===== src/rtl/uart_rx_pkg.sv =====
`timescale 1ns/1ps
package uart_rx_pkg;

  typedef enum logic [1:0] {
    RX_IDLE  = 2'd0,
    RX_START = 2'd1,
    RX_DATA  = 2'd2,
    RX_STOP  = 2'd3
  } rx_state_e;

  localparam logic [1:0] FAC_X1  = 2'b00;
  localparam logic [1:0] FAC_X16 = 2'b01;

  localparam int CTL_EN_BIT   = 2;
  localparam int CTL_CLR_BIT  = 4;
  localparam int ST_RDY_BIT   = 0;
  localparam int ST_OVR_BIT   = 1;
  localparam int ST_FE_BIT    = 2;

  // receive ticks in one bit time for a factor code
  function automatic int unsigned bit_ticks(input logic [1:0] code);
    if (code == FAC_X1)       return 1;
    else if (code == FAC_X16) return 16;
    else                      return 64;
  endfunction

  // ticks to count after the first low sample to reach the bit center
  function automatic int unsigned center_wait(input logic [1:0] code);
    return (bit_ticks(code) / 2) - 1;
  endfunction

endpackage


===== src/rtl/rx_sync.sv =====
`timescale 1ns/1ps
module rx_sync #(
  parameter int STAGES = 2
) (
  input  logic clk,
  input  logic rst_n,
  input  logic d,
  output logic q
);
  logic [STAGES-1:0] chain;

  generate
    for (genvar s = 0; s < STAGES; s++) begin : g_stage
      always_ff @(posedge clk or negedge rst_n) begin
        if (!rst_n) chain[s] <= 1'b1;
        else        chain[s] <= (s == 0) ? d : chain[(s == 0) ? 0 : s-1];
      end
    end
  endgenerate

  assign q = chain[STAGES-1];
endmodule


===== src/rtl/rx_deframer.sv =====
`timescale 1ns/1ps
module rx_deframer
  import uart_rx_pkg::*;
#(
  parameter int DATA_BITS = 8,
  parameter int CNT_W     = 6
) (
  input  logic                 clk,
  input  logic                 rst_n,
  input  logic                 tick,
  input  logic                 line,
  input  logic                 en,
  input  logic [1:0]           fac,
  output logic                 char_done,
  output logic [DATA_BITS-1:0] char_data,
  output logic                 stop_ok
);
  localparam int IDX_W = (DATA_BITS > 1) ? $clog2(DATA_BITS) : 1;

  rx_state_e            state;
  logic [CNT_W-1:0]     cnt;
  logic [IDX_W-1:0]     idx;
  logic [DATA_BITS-1:0] shreg;
  logic                 line_q;
  logic                 done_q;
  logic                 stop_q;

  // named events for the checks below
  logic is_x1, start_seen, at_center;
  assign is_x1      = (fac == FAC_X1);
  assign start_seen = is_x1 ? !line : (line_q && !line);
  assign at_center  = tick && (cnt == '0);

  always_ff @(posedge clk or negedge rst_n) begin
    if (!rst_n) begin
      state  <= RX_IDLE;
      cnt    <= '0;
      idx    <= '0;
      shreg  <= '0;
      line_q <= 1'b1;
      done_q <= 1'b0;
      stop_q <= 1'b1;
    end else begin
      done_q <= 1'b0;
      if (!en) begin
        state  <= RX_IDLE;
        line_q <= 1'b1;
      end else if (tick) begin
        line_q <= line;
        unique case (state)
          RX_IDLE: if (start_seen) begin
            idx <= '0;
            if (is_x1) begin
              state <= RX_DATA;
              cnt   <= '0;
            end else begin
              state <= RX_START;
              cnt   <= CNT_W'(center_wait(fac));
            end
          end
          RX_START: begin
            if (cnt != '0) cnt <= cnt - 1'b1;
            else if (!line) begin
              state <= RX_DATA;
              cnt   <= CNT_W'(bit_ticks(fac) - 1);
            end else state <= RX_IDLE;
          end
          RX_DATA: begin
            if (cnt != '0) cnt <= cnt - 1'b1;
            else begin
              shreg <= {line, shreg[DATA_BITS-1:1]};
              cnt   <= CNT_W'(bit_ticks(fac) - 1);
              if (idx == IDX_W'(DATA_BITS-1)) state <= RX_STOP;
              else idx <= idx + 1'b1;
            end
          end
          RX_STOP: begin
            if (cnt != '0) cnt <= cnt - 1'b1;
            else begin
              done_q <= 1'b1;
              stop_q <= line;
              state  <= RX_IDLE;
            end
          end
        endcase
      end
    end
  end

  assign char_done = done_q;
  assign char_data = shreg;
  assign stop_ok   = stop_q;

  // a start bit found high at its center sends the receiver back to idle
  p_start_reject_r2: assert property (@(posedge clk) disable iff (!rst_n)
    (en && state == RX_START && at_center && line) |=> (state == RX_IDLE));

  // in factor 1 every data-phase tick is a sampling tick
  p_x1_every_tick_r3: assert property (@(posedge clk) disable iff (!rst_n)
    (en && is_x1 && tick && state == RX_DATA) |-> (cnt == '0));

  // a disabled receiver completes nothing
  p_disabled_quiet_r11: assert property (@(posedge clk) disable iff (!rst_n)
    !en |=> !char_done);
endmodule


===== src/rtl/rx_hostif.sv =====
`timescale 1ns/1ps
module rx_hostif
  import uart_rx_pkg::*;
#(
  parameter int DATA_BITS = 8
) (
  input  logic                 clk,
  input  logic                 rst_n,
  input  logic                 cs_n,
  input  logic                 rd_n,
  input  logic                 wr_n,
  input  logic                 a_ctl,
  input  logic [DATA_BITS-1:0] wdata,
  input  logic                 char_done,
  input  logic [DATA_BITS-1:0] char_data,
  input  logic                 stop_ok,
  output logic [DATA_BITS-1:0] rdata,
  output logic                 rx_rdy,
  output logic                 rx_en,
  output logic [1:0]           fac
);
  logic                 rd_act, rd_q, rd_pulse, data_rd, stat_rd;
  logic                 ctl_wr, err_clr;
  logic                 rdy_q, ovr_q, fe_q;
  logic [DATA_BITS-1:0] rbuf;
  logic [DATA_BITS-1:0] status;
  logic                 unused_wbits;

  assign rd_act   = !cs_n && !rd_n;
  assign rd_pulse = rd_act && !rd_q;
  assign data_rd  = rd_pulse && !a_ctl;
  assign stat_rd  = rd_pulse && a_ctl;
  assign ctl_wr   = !cs_n && !wr_n && a_ctl;
  assign err_clr  = ctl_wr && wdata[CTL_CLR_BIT];
  assign unused_wbits = ^{wdata[DATA_BITS-1:CTL_CLR_BIT+1], wdata[CTL_CLR_BIT-1]};

  always_ff @(posedge clk or negedge rst_n) begin
    if (!rst_n) begin
      rd_q  <= 1'b0;
      rx_en <= 1'b0;
      fac   <= FAC_X1;
      rdy_q <= 1'b0;
      ovr_q <= 1'b0;
      fe_q  <= 1'b0;
      rbuf  <= '0;
    end else begin
      rd_q <= rd_act;
      if (ctl_wr) begin
        rx_en <= wdata[CTL_EN_BIT];
        fac   <= wdata[1:0];
      end
      if (char_done) begin
        rbuf  <= char_data;
        rdy_q <= 1'b1;
      end else if (data_rd) rdy_q <= 1'b0;
      if (err_clr) ovr_q <= 1'b0;
      else if (char_done && rdy_q && !data_rd) ovr_q <= 1'b1;
      if (err_clr) fe_q <= 1'b0;
      else if (char_done && !stop_ok) fe_q <= 1'b1;
    end
  end

  always_comb begin
    status = '0;
    status[ST_RDY_BIT] = rdy_q;
    status[ST_OVR_BIT] = ovr_q;
    status[ST_FE_BIT]  = fe_q;
  end

  assign rdata  = rd_act ? (a_ctl ? status : rbuf) : '0;
  assign rx_rdy = rdy_q;

  // a delivered character raises ready
  p_ready_after_char_r5: assert property (@(posedge clk) disable iff (!rst_n)
    char_done |=> rx_rdy);

  // a data read with no new arrival drops ready
  p_read_clears_r6: assert property (@(posedge clk) disable iff (!rst_n)
    (data_rd && !char_done) |=> !rx_rdy);

  // arrival over an unread character records an overrun
  p_overrun_set_r7: assert property (@(posedge clk) disable iff (!rst_n)
    (char_done && rx_rdy && !data_rd && !err_clr) |=> ovr_q);

  // overrun is sticky until an error clear
  p_overrun_hold_r8: assert property (@(posedge clk) disable iff (!rst_n)
    (ovr_q && !err_clr) |=> ovr_q);

  // a low stop sample marks a framing error
  p_framing_set_r9: assert property (@(posedge clk) disable iff (!rst_n)
    (char_done && !stop_ok && !err_clr) |=> fe_q);

  // status reads leave ready and the buffer untouched
  p_status_read_keeps_r10: assert property (@(posedge clk) disable iff (!rst_n)
    (stat_rd && !char_done) |=> ($stable(rx_rdy) && $stable(rbuf)));
endmodule


===== src/rtl/uart_rx_dbuf.sv =====
`timescale 1ns/1ps
module uart_rx_dbuf #(
  parameter int DATA_BITS   = 8,
  parameter int MAX_FACTOR  = 64,
  parameter int SYNC_STAGES = 2
) (
  input  logic                 clk,
  input  logic                 rst_n,
  input  logic                 rx_tick,
  input  logic                 rxd,
  input  logic                 cs_n,
  input  logic                 rd_n,
  input  logic                 wr_n,
  input  logic                 a_ctl,
  input  logic [DATA_BITS-1:0] wdata,
  output logic [DATA_BITS-1:0] rdata,
  output logic                 rx_rdy
);
  localparam int CNT_W = $clog2(MAX_FACTOR);

  logic                 line;
  logic                 char_done, stop_ok, rx_en;
  logic [DATA_BITS-1:0] char_data;
  logic [1:0]           fac;

  rx_sync #(.STAGES(SYNC_STAGES)) sync_i (
    .clk(clk), .rst_n(rst_n), .d(rxd), .q(line)
  );

  rx_deframer #(.DATA_BITS(DATA_BITS), .CNT_W(CNT_W)) deframer_i (
    .clk(clk), .rst_n(rst_n), .tick(rx_tick), .line(line), .en(rx_en),
    .fac(fac), .char_done(char_done), .char_data(char_data), .stop_ok(stop_ok)
  );

  rx_hostif #(.DATA_BITS(DATA_BITS)) hostif_i (
    .clk(clk), .rst_n(rst_n), .cs_n(cs_n), .rd_n(rd_n), .wr_n(wr_n),
    .a_ctl(a_ctl), .wdata(wdata), .char_done(char_done),
    .char_data(char_data), .stop_ok(stop_ok), .rdata(rdata),
    .rx_rdy(rx_rdy), .rx_en(rx_en), .fac(fac)
  );
endmodule


===== config.mk =====
export PLATFORM = sky130hd
export DESIGN_NAME = uart_rx_dbuf
export DESIGN_NICKNAME = d
export VERILOG_FILES = /design/src/rtl/uart_rx_pkg.sv /design/src/rtl/rx_sync.sv /design/src/rtl/rx_deframer.sv /design/src/rtl/rx_hostif.sv /design/src/rtl/uart_rx_dbuf.sv
export SDC_FILE = /design/constraint.sdc
export NUM_CORES = 1
export LEC_CHECK = 0
export BUFFER_PORTS_ARGS = -buffer_cell sky130_fd_sc_hd__buf_2
export CAP_MARGIN = 30
export CORE_MARGIN = 3
export CORE_UTILIZATION = 52
export DETAILED_ROUTE_END_ITERATION = 6
export GPL_TIMING_DRIVEN = 0
export PLACE_DENSITY_LB_ADDON = 0.2
export SYNTH_ARGS = -nofsm -noshare
export SYNTH_HDL_FRONTEND = slang
export SYNTH_HIERARCHICAL = 1
export SYNTH_SLANG_ARGS = --single-unit

===== constraint.sdc =====
create_clock -name clk -period 1.9 [get_ports clk]
set_clock_uncertainty 0.05 [all_clocks]
set_input_delay 0.19 -clock clk [delete_from_list [all_inputs] [get_ports clk]]
set_output_delay 0.19 -clock clk [all_outputs]
set_load 0.01 [all_outputs]

==> impl.org, run 1 <==
** Synthesis
- The mapped netlist covers 2110 µm².
- Top cells by area, synth :: dfrtp_1 (42%), mux2_4 (7.1%), mux2_2 (6.4%)
- After synthesis, flip-flops and latches occupy 46.6% of the total area.
- Synthesis instantiated 47 different standard cells from the library.
- Number of flops mapped to enable cells by yosys :: 0
- Post-synthesis cell type with the largest combined area :: dfrtp_1
- Avg Inst Size Synth :: 11.6 µm²
- Synthesis-stage register bit count :: 39
- Fraction of registers with async set/reset :: 100%
- Synth warnings :: 6
- Prevailing post-synth register cell :: dfrtp_1
- The top cell type by area accounts for 41.6% of the synthesized area.
- Synthesis produced 182 cells.
- Number of nets produced by synthesis :: 206

** Critical path
- Data arrives at the worst endpoint at 2.21 ns.
- Setup slack on the worst reg-to-reg path comes out at -0.19 ns.
- CP required :: 2.02 ns
- The endpoint identified for the worst register-to-register timing path is deframer_i/idx[0]$_DFFE_PN0P_.
- Startpoint kind of the worst setup timing path :: flip-flop
- Beginning of the worst register-to-register path :: deframer_i/cnt[0]$_DFFE_PN0P_
- Number of cells traversed by the worst register-to-register path :: 7
- In this run the worst path has a maximum fanout of 3.
- Worst setup path class :: flip-flop to flip-flop
- The worst setup path is captured at a flip-flop.

** Floorplan
- The floorplan step set the die height to 69.7 µm.
- The die covers 4850 µm².
- From left edge to right edge, the die measures 69.7 µm.
- Once the floorplan was initialized, standard cells occupied 55.9% of the core.
- Row count :: 22
- 25 I/O pins were placed.
- The core region is 3770 µm².

** Placed design
- Final weighted congestion of routability-driven global placement :: 0.870
- Count of buffers from port buffering :: 19
- Placed cell areas :: 2260 µm²
- Detailed placement ended at an HPWL of 2820 µm.

** Cells and area
- Total inserted antenna cells :: 0
- For this run, the post-layout net count is 249.
- Measured on the finished design, the core utilization comes to 69.7%.
- Layout cell share with drive strength beyond 1 :: 42.5%
- Post-route cell area :: 2630 µm²
- Compared with the post-synthesis result, the final layout area differs by 24.8%.

** Clocking
- The later pin in the worst-skew pair is clocked with a latency of 0.28 ns.
- CTS tree :: built
- Root Driver :: clkbuf_8
- The H-tree generated during clock tree synthesis spans 2 levels.
- Number of buffers on the longest clock path :: 2
- Clock tree synthesis inserted a total of 5 buffers.
- Clk sinks :: 39
- After clock tree synthesis, the clock-pin slew on the worst setup and hold paths is 0.07 ns.

** Timing
- Setup violations remaining at the end of the flow were counted as 18.
- Fin Setup TNS :: -2.38 ns
- Of the available clock period, the critical path in the final layout requires 110%.
- Setup repair after global routing could not meet its margin everywhere.
- The final-report max-slew violation count is 0.
- Clock period minus final worst setup slack :: 2.09 ns
- Final count of hold timing violations :: 0
- Timing would allow up to 478 MHz.
- At the pin with the least slew margin, the transition time is 0.854 ns.
- Once routing completed, OpenROAD measured the worst setup slack at -0.190 ns.
- Tightest slew margin relative to the limit :: 43.1%

** Status
- The final reports fail on negative setup slack.
- Result of the run :: finished with violations

** Global routing
- All-layer global routing usage :: 19.0%
- Vias in the first global route :: 1612
- The total overflow left after global routing is 0.
- Antenna violations before repair :: 0
- Wire length of the first global-routing pass :: 7510 µm
- Pin count of the biggest net entering global routing :: 40

** Hold path
- The min-delay analysis places its worst path in the category input pin to flip-flop.
- Start point of the worst min-delay path :: wdata[4]
- Number of cells traversed by the worst hold path :: 2
- The path with the worst hold slack has its endpoint at hostif_i/fe_q$_DFFE_PN0P_.

** Run
- MaxCap Viol Count :: 0

** Drt
- Final routed wire length divided by cell count :: 16.1 µm
- Wires add up to 4410 µm.
- Drt via density :: 5.75
- Number of DRC markers in iteration 0 :: 89
- Vias post-DR :: 1576
- The detail route stage leaves a number of antenna-violating nets equal to 0.
- DR DRC count :: 0
- First-pass DRT Iterations :: 4

** Power and ir drop
- Power per unit of standard cell area :: 1090 nW/µm²
- For this design the static power due to leakage is 1.25 nW.
- Maximum resistive drop on vdd :: 0.582 mV
==> kinds of logic after synthesis <==
kind of cell,after synthesis,synth area share [%]
AOI/OAI and AO/OA,32,10.9
adders and majority gates,8,4.75
and+or+nand+nor,54,15.7
buffers and inverters,18,4.39
xor gates and xnor gates,1,0.416
DFF,39,46.6
muxes,30,17.3
==> cell usage in the layout, fill, tap and decap left out, types with 2 or more instances in the layout <==
cell type	instances
nor2_2	2
clkbuf_8	6
ha_1	6
a211oi_2	2
buf_6	8
nand2_1	9
o22ai_2	2
nor2_1	10
mux2_2	11
dfrtp_1	35
and4_1	3
inv_1	9
mux2_4	11
and2_1	5
a31oi_1	2
nand3_1	2
dfstp_2	4
nor2b_1	4
mux2i_1	8
a211oi_1	3
nor4b_4	2
inv_2	2
buf_4	11
nor3_1	7
nand2b_1	2
buf_2	21
a21oi_1	4
dlygate4sd3_1	2
==> cells in the mapped netlist (3+ instances only) <==
master and instances:
ha_1 8, nor3_1 7, dfstp_2 4, inv_1 11
nor2_1 11, a211oi_1 5, mux2i_1 8, mux2_4 10
o22ai_1 3, buf_6 3, and2_1 5, nand2_1 10
mux2_2 12, dfrtp_1 35, a21oi_1 5, nor2b_1 4
and4_1 3
==> flip-flops by register name (all words and copies together) (netlist names) <==
name                  flops
deframer_i/char_data      8
sync_i/q                  1
deframer_i/cnt            6
deframer_i/stop_ok        1
hostif_i/rx_en            1
hostif_i/ovr_q            1
deframer_i/char_done      1
deframer_i/state          2
sync_i/chain              1
hostif_i/rbuf             8
hostif_i/rx_rdy           1
hostif_i/fac              2
deframer_i/line_q         1
deframer_i/idx            3
hostif_i/rd_q             1
hostif_i/fe_q             1
==> power breakdown <==
part	leakage (nW)	switching [mW]	internal, mW
clock	0.0612	0.281	0.425
combinational	0.680	0.575	0.510
sequential	0.513	0.135	0.945
total	1.25	0.991	1.88
==> worst max-delay path by stage <==
stage	depth (start not counted)	endpoint	from	slack, ns
4_1_cts	7	deframer_i/char_data[2]$_DFFE_PN0P_	deframer_i/cnt[0]$_DFFE_PN0P_	-0.20
3_3_place_gp	7	deframer_i/char_data[7]$_DFFE_PN0P_	deframer_i/cnt[1]$_DFFE_PN0P_	-0.23
5_1_grt	7	deframer_i/idx[0]$_DFFE_PN0P_	deframer_i/cnt[0]$_DFFE_PN0P_	-0.28
2_1_floorplan	7	deframer_i/char_data[0]$_DFFE_PN0P_	deframer_i/cnt[1]$_DFFE_PN0P_	-0.12
3_5_place_dp	6	deframer_i/cnt[2]$_DFFE_PN0P_	deframer_i/cnt[1]$_DFFE_PN0P_	-0.27
6_report	7	deframer_i/idx[0]$_DFFE_PN0P_	deframer_i/cnt[0]$_DFFE_PN0P_	-0.19
==> area by class of cell <==
class                           instances  area, µm²
Sequential cell                        39        981
Tap cell                               48       60.1
Timing Repair Buffer                   37        254
Fill cell                             260       1140
Buffer                                  6       47.5
Clock inverter                          2       35.0
Inverter                               11       41.3
Multi-Input combinational cell        125       1130
Clock buffer                            6       82.6
==> per-layer routing <==
metal / part of all wire (%) / vias up / routed length [µm] / GRT usage [%]
met5: 0 / - / 0 / 0
met4: 1.9 / 0 / 82 / 5.53
met3: 6.2 / 15 / 274 / 4.49
met2: 48 / 49 / 2100 / 31.4
met1: 44 / 772 / 1960 / 24.9
li1: - / 740 / - / -
==> repair_timing <==
item                       in CTS  in global routing
hold buffers                    2                  0
pin swaps                       9                  4
gates resized for setup        16                  7
setup buffers                  14                  2
setup endpoints to repair      20                 20
hold endpoints to repair       36                  0
==> metrics by stage <==
step	hold slack, ns	power [mW]	std cells	setup slack (ns)
2_1_floorplan	-0.156	1.68	182	-0.122
3_3_place_gp	0.246	1.84	249	-0.234
3_5_place_dp	0.248	1.87	249	-0.275
4_1_cts	0.0394	2.82	273	-0.200
5_1_grt	0.0425	3.07	274	-0.282
6_report	0.0428	2.87	274	-0.190
==> critical path, cell delays in order (launching register included) <==
cell and delay, ns:
dfrtp_1 0.40, inv_2 0.08, ha_4 0.14, or4b_4 0.51, buf_6 0.15, nor4b_4 0.22
o21bai_2 0.11, mux2_4 0.31
Note: power is estimated with default switching activity, not from simulation.
==> run 2: changes to the inputs <==
clock period = 1.85 ns   (was 1.9 ns; I/O delays follow)
==> run 2 against run 1 <==
Effect of this change: sequential share of layout area down 1.0 points; count of clock-buffer cells in the layout unchanged; non-clock buffer count up 6; the run still ends with negative setup slack left; power up 4.4%; clock power down 21%; sequential power about the same.
==> impl.org, run 2 (same netlist as run 1, synthesis figures left out) <==
** Status
- The flow ran to the end, but the final reports show violations.
- Violations in the final reports :: negative setup slack

** Global routing
- Wire length of the first global-routing pass :: 7600 µm
- The global routing stage identified its most utilized layer as met2.
- In the global route stage, met1 resource usage came out at 25.1%.
- All-layer global routing usage :: 19.7%
- Residual overflow from global routing :: 0
- The number of global-route vias before repair is 1623.
- For this run, global-route usage on met3 was measured as 4.64%.
- Entering global routing, the biggest net connects 40 pins.
- In the global route stage, met2 resource usage came out at 32.8%.
- The initial antenna violation count is 0.

** Timing
- Setup violations, final :: 18
- Period utilization :: 116%
- FMAX :: 466 MHz
- After layout, the worst setup slack is -0.296 ns.
- Final count of hold timing violations :: 0
- The tightest hold path in the finished design has a slack of 0.0435 ns.
- Fin Setup TNS :: -3.30 ns
- The final-report max-slew violation count was 0.
- Tightest slew margin relative to the limit :: 45.0%
- RSZ-0062 raised after global routing :: true
- For the pin with the worst max-slew slack, the measured transition is 0.825 ns.
- Clock period minus final worst setup slack :: 2.15 ns

** Floorplan
- For this configuration, the core starts out at a cell density of 55.9%.
- The floorplan has 22 rows.
- The core region is 3770 µm².
- The die is 69.7 µm wide.
- Top-Level Pins :: 25
- The floorplan step defined a die boundary enclosing 4850 µm².
- Measured along the y axis, the die boundary spans 69.7 µm.

** Drt
- Number of DRC markers in iteration 0 :: 100
- For this block, the routed nets add up to 4680 µm of wire.
- The routed layout has 1579 vias.
- The first detailed-routing pass took 4 iterations.
- After detailed routing, the average wire length per cell comes to 16.7 µm.
- In the routed design, unresolved DRC markers number 0.
- Dividing the detail-routed via count by the number of cells gives 5.64.
- Once detail routing completed, the nets flagged for antenna violations numbered 0.

** Clocking
- Clock tree synthesis inserted a total of 5 buffers.
- CTS H-tree depth :: 2
- No sink is reached through more buffers than the 2 on the longest clock path.
- Clock-pin slew on the worst setup and hold paths :: 0.07 ns
- Clk sinks :: 39
- TritonCTS built the clock tree.
- The later pin in the worst-skew pair is clocked with a latency of 0.29 ns.
- Root Driver :: clkbuf_8

** Critical path
- Counting cells, the worst reg-to-reg path comes to 7.
- Data arrives at the worst endpoint at 2.27 ns.
- CP startpoint :: deframer_i/cnt[0]$_DFFE_PN0P_
- The critical path crosses 7 cells after its start point.
- STA classifies the critical path startpoint as a flip-flop.
- The cell family contributing the most delay on the critical path is simple AND/OR/NAND/NOR gates.
- Buffer and inverter count on the worst path :: 2
- End of the worst register-to-register path :: deframer_i/idx[0]$_DFFE_PN0P_
- Of all nets on the critical path, the largest fanout is 4.
- The largest individual stage delay along the critical path comes from the cell or4b_4.
- Endpoint of the most critical setup path :: deframer_i/idx[0]$_DFFE_PN0P_
- For this run, the slowest stage of the critical path takes 0.52 ns.
- CP required :: 1.98 ns
- Register-to-register path setup slack :: -0.30 ns
- Capturing element type of the critical path :: flip-flop
- Worst setup path class :: flip-flop to flip-flop
- Cells along the critical path :: inv_2 > ha_4 > or4b_4 > buf_4 > nor4b_4 > o21bai_4 > mux2_4
- The worst register-to-register path begins at deframer_i/cnt[0]$_DFFE_PN0P_.

** Cells and area
- Commonest cells after routing, fill and taps aside :: dfrtp_1 (35), buf_2 (21), buf_4 (16)
- From synthesis to final layout, the design area changed by 28.3%.
- The filler cells instantiated in the layout total 250.
- Most common cell after layout, fill and taps aside :: dfrtp_1
- Total inserted antenna cells :: 0
- Combined area of the multi-input logic cells :: 1190 µm²
- Layout cell share with drive strength beyond 1 :: 47.8%
- In the final layout, flip-flops and latches occupy 981 µm².
- Fin nets :: 255

** Power and ir drop
- Power per unit of standard cell area :: 1110 nW/µm²
- Summed over all cells, the static leakage comes to 1.26 nW.
- Per report_power, the sequential group accounts for 37.1% of the total.
- Combinational logic burns 44.2% of the power.
- Cell internal power was estimated by the tool at 1.87 mW.
- Net switching is 37.7% of the power.
- Switching pwr :: 1.13 mW
- Maximum resistive drop on vdd :: 0.590 mV
- Of the total power, the clock network draws 18.7%.

** Placed design
- The HPWL after detailed placement is 2990 µm.
- During placement, the flow inserted port buffers numbering 19.
- Final weighted congestion of routability-driven global placement :: 0.900

** Run
- MaxCap Viol Count :: 0

** Hold path
- The worst hold path belongs to the class input pin to flip-flop.
run 2: cell types whose count changed in the layout (fill, tap and decap cells not counted), moves of 2 or more:
cell,previous run,this run
ha_2,1,3
inv_2,2,4
inv_1,9,7
a211oi_1,3,1
buf_4,11,16
clkbuf_1,1,3
a211oi_2,2,4
ha_1,6,4
run 2: area by class of cell:
class,count,share of cell area [%]
buffer,7,1.90
clock inverter,2,0.463
inverter,11,1.53
timing repair buffer,42,10.8
sequential,39,36.3
tap,48,2.22
clock buffer,6,2.68
multi-input combinational,125,44.1
run 2: how the worst min path moves through the flow:
stage | end | cells past startpoint | startpoint | slack, ns
detailed placement | sync_i/chain[0]$_DFF_PN1_ | 1 | rxd | 0.25
floorplan | deframer_i/char_data[0]$_DFFE_PN0P_ | 0 | rst_n | -0.16
CTS | hostif_i/fe_q$_DFFE_PN0P_ | 2 | wdata[4] | 0.04
global placement | sync_i/chain[0]$_DFF_PN1_ | 1 | rxd | 0.24
global route | hostif_i/fe_q$_DFFE_PN0P_ | 2 | wdata[4] | 0.06
finish | hostif_i/fe_q$_DFFE_PN0P_ | 2 | wdata[4] | 0.04
run 2: per-stage QoR:
step / setup slack, ns / instances / utilization, % / instance area, µm² / total power, mW
final: -0.296 / 280 / 71.7 / 2700 / 3.00
after global routing: -0.341 / 280 / 71.7 / 2700 / 3.19
after CTS: -0.248 / 272 / 68.1 / 2570 / 2.77
after detailed placement: -0.331 / 249 / 60.2 / 2270 / 1.94
after global placement: -0.286 / 249 / 60.2 / 2270 / 1.89
after floorplan: -0.171 / 182 / - / 2110 / 1.72
run 2: power groups by stage:
stage / registers (mW) / logic, mW / clock network, mW
final: 1.11 / 1.33 / 0.560
after global routing: 1.13 / 1.44 / 0.616
after CTS: 1.10 / 1.09 / 0.574
after detailed placement: 1.11 / 0.826 / 0
after global placement: 1.10 / 0.790 / 0
after floorplan: 1.08 / 0.648 / 0
run 2: repair_timing:
item	4_1_cts	5_1_grt
setup buffers	13	10
endpoints found under the hold margin	36	0
gates resized for setup	19	21
hold buffers	2	0
pin swaps	7	6
setup endpoints to repair	20	20
run 2: layer usage:
metal	up-vias	routed length [µm]
li1	748	-
met1	779	2110
met2	43	2260
met3	9	226
met4	0	78
met5	-	0
==> run 3: changes to the inputs <==
SKIP_LAST_GASP = 1   (was unset)
TNS_END_PERCENT = 30   (was unset)
==> run 3 against run 2 <==
Effect of this change: the run still ends with negative setup slack left; global-route usage shrank 2.0 points; core utilization shrank 5.0 points; sequential share of layout area grew 2.7 points; sequential cell count is the same; largest cell class unchanged; routed wire length shrank 11%; clock power grew 8.0%; first-iteration DRC count shrank 1.0%; worst setup slack gained 0.042 ns; worst hold slack gained 0.016 ns.
==> impl.org, run 3 (same netlist as run 1, synthesis figures left out) <==
** Run
- Max-cap violations in this run came to 0.

** Drt
- In this run the remaining antenna-violating nets after routing total 0.
- The first detailed-routing pass took 4 iterations.
- Drt via density :: 5.74
- After the first detailed-routing iteration, the DRC count stood at 99.
- DR DRC count :: 0
- Vias post-DR :: 1549
- The final layout contains routed wiring with a total length of 4150 µm.
- Final routed wire length divided by cell count :: 15.4 µm

** Critical path
- Gate family responsible for the most delay along the worst path :: simple AND/OR/NAND/NOR gates
- Startpoint kind of the worst setup timing path :: flip-flop
- In this run the register-to-register setup slack is -0.25 ns.
- For this design, the slowest cell found on the critical path is or4b_4.
- Cells along the critical path :: inv_2 > ha_4 > or4b_4 > nor2_4 > and4_1 > buf_6 > mux2_4
- Number of cells traversed by the worst register-to-register path :: 7
- CP required :: 1.96 ns
- STA classifies the critical path endpoint as a flip-flop.
- On the worst path, the slowest cell contributes a delay of 0.52 ns.
- By startpoint and endpoint, the worst setup path is classified as flip-flop to flip-flop.
- End of the worst register-to-register path :: deframer_i/char_data[1]$_DFFE_PN0P_
- The worst register-to-register path begins at deframer_i/cnt[0]$_DFFE_PN0P_.
- Together, buffers and inverters on the worst path number 2.
- CP Data Arrival Time :: 2.21 ns
- Largest driver fanout on the critical path :: 8

** Timing
- Final count of hold timing violations :: 0
- Across all setup checks in the final design, the least slack found is -0.254 ns.
- For the final routed database, the setup TNS stands at -3.24 ns.
- Setup violations, final :: 20
- At the pin with the least slew margin, the transition time is 0.835 ns.
- The final-report max-slew violation count is 0.
- After layout, the minimum clock period comes to 2.10 ns.
- RSZ-0062 raised after global routing :: true
- In this run the tightest slew margin relative to its limit is 44.4%.
- Period utilization :: 114%
- FMAX :: 475 MHz

** Placed design
- DPL Wire Length :: 2930 µm
- At the end of routability-driven placement, the weighted congestion stood at 0.836.
- Count of buffers from port buffering :: 19
- At the placement stage, the worst setup path has a slack of -0.346 ns.

** Global routing
- Antenna violations before repair :: 0
- The first global-routing pass estimated 7150 µm of wire.
- After global routing the overflow that remains totals 0.
- Vias in the first global route :: 1550
- All-layer global routing usage :: 17.8%
- Entering global routing, the biggest net connects 40 pins.

** Cells and area
- Fin nets :: 245
- Total inserted antenna cells :: 0
- For this run, the share of the core covered by cells in the final layout is 66.7%.
- Fillers :: 284
- Leaving out fill and tap cells, the most frequent cell in the layout is dfrtp_1.
- The area growth from synthesis to layout is 19.4%.
- The post-route netlist has 37.4% of its cells at a drive strength greater than 1.
- In the layout the commonest cells are dfrtp_1 (35), buf_2 (21), mux2_2 (12).

** Floorplan
- Die Height :: 69.7 µm
- Width of the die :: 69.7 µm
- The floorplan step defined a die boundary enclosing 4850 µm².
- After floorplanning, the core was divided into 22 placement rows.
- Starting density of the core :: 55.9%
- After floorplanning, the core was sized to cover 3770 µm².
- For this design the top-level I/O count stands at 25.

** Power and ir drop
- Total leakage power :: 1.20 nW
- IR analysis of the VDD net gives a maximum drop of 0.838 mV.
- For this design the ratio of total power to cell area is 1100 nW/µm².

** Clocking
- CTS H-tree depth :: 2
- Num CTS Buffers :: 5
- Number of buffers on the longest clock path :: 2
- For the worst-skew pair, the clock arrives at the later sink with an insertion delay of 0.27 ns.
- The tree built by TritonCTS fans out to 39 sinks.
- CTS tree :: built
- Root Driver :: clkbuf_8
- Clock-pin slew on the worst setup and hold paths :: 0.07 ns

** Hold path
- The tightest min-delay check is of the input pin to flip-flop type.
- The path with the worst hold slack has its endpoint at hostif_i/fe_q$_DFFE_PN0P_.
- Start point of the worst min-delay path :: wdata[4]
- The worst hold path passes through 2 cells.

** Status
- The checks that failed: negative setup slack.
- The run finished, with violations left.
run 3: area by class of cell:
cell class                      count  area, µm²  area share [%]
Buffer                              7       51.3            2.04
Clock buffer                        8        100            3.98
Inverter                           11       41.3            1.64
Multi-Input combinational cell    125       1080            43.1
Sequential cell                    39        981            39.0
Tap cell                           48       60.1            2.39
Timing Repair Buffer               32        198            7.86
run 3: metrics by stage:
stage / cells / area, µm² / power (mW) / hold slack, ns
after floorplan: 182 / 2110 / 1.72 / -0.161
after global placement: 249 / 2260 / 1.89 / 0.242
after detailed placement: 249 / 2260 / 1.92 / 0.242
after CTS: 264 / 2450 / 2.68 / 0.0472
after global routing: 270 / 2520 / 2.95 / 0.0527
final: 270 / 2520 / 2.77 / 0.0591
run 3: worst reg2reg max path: stages, from the launching register on:
cell and delay (ns):
dfrtp_1 0.39, inv_2 0.09, ha_4 0.14, or4b_4 0.52, nor2_4 0.11, and4_1 0.21
buf_6 0.17, mux2_4 0.32
run 3: repair_timing:
item                                    in CTS  in global routing
hold endpoints to repair                    36                  0
endpoints found under the setup margin      20                 20
gates resized for setup                      5                  4
setup buffers                                5                  6
pin swaps                                    2                  2
hold buffers                                 2                  0
run 3: power by group:
part	leakage [nW]	internal (mW)	switching, mW	total (mW)
Sequential	0.513	0.970	0.139	1.11
Combinational	0.638	0.499	0.552	1.05
Clock	0.0515	0.340	0.265	0.605
run 3: worst max path at each step:
| stage | start | end | slack, ns | depth (start not counted) |
|---|---|---|---|---|
| after floorplan | deframer_i/cnt[1]$_DFFE_PN0P_ | deframer_i/char_data[0]$_DFFE_PN0P_ | -0.17 | 7 |
| after global placement | deframer_i/cnt[1]$_DFFE_PN0P_ | deframer_i/char_data[6]$_DFFE_PN0P_ | -0.29 | 7 |
| after global routing | deframer_i/cnt[0]$_DFFE_PN0P_ | deframer_i/char_data[1]$_DFFE_PN0P_ | -0.31 | 7 |
| after CTS | deframer_i/cnt[0]$_DFFE_PN0P_ | deframer_i/char_data[1]$_DFFE_PN0P_ | -0.25 | 7 |
| after detailed placement | deframer_i/cnt[0]$_DFFE_PN0P_ | deframer_i/cnt[2]$_DFFE_PN0P_ | -0.35 | 6 |
| final | deframer_i/cnt[0]$_DFFE_PN0P_ | deframer_i/char_data[1]$_DFFE_PN0P_ | -0.25 | 7 |
run 3: metal layers:
metal  global-route usage (%)  part of all wire, %  vias up
li1                         -                    -      733
met3                     4.78                  5.3        4
met1                     23.9                   46      773
met4                     3.19                 0.65        0
met2                     29.2                   48       39
met5                        0                    0        -
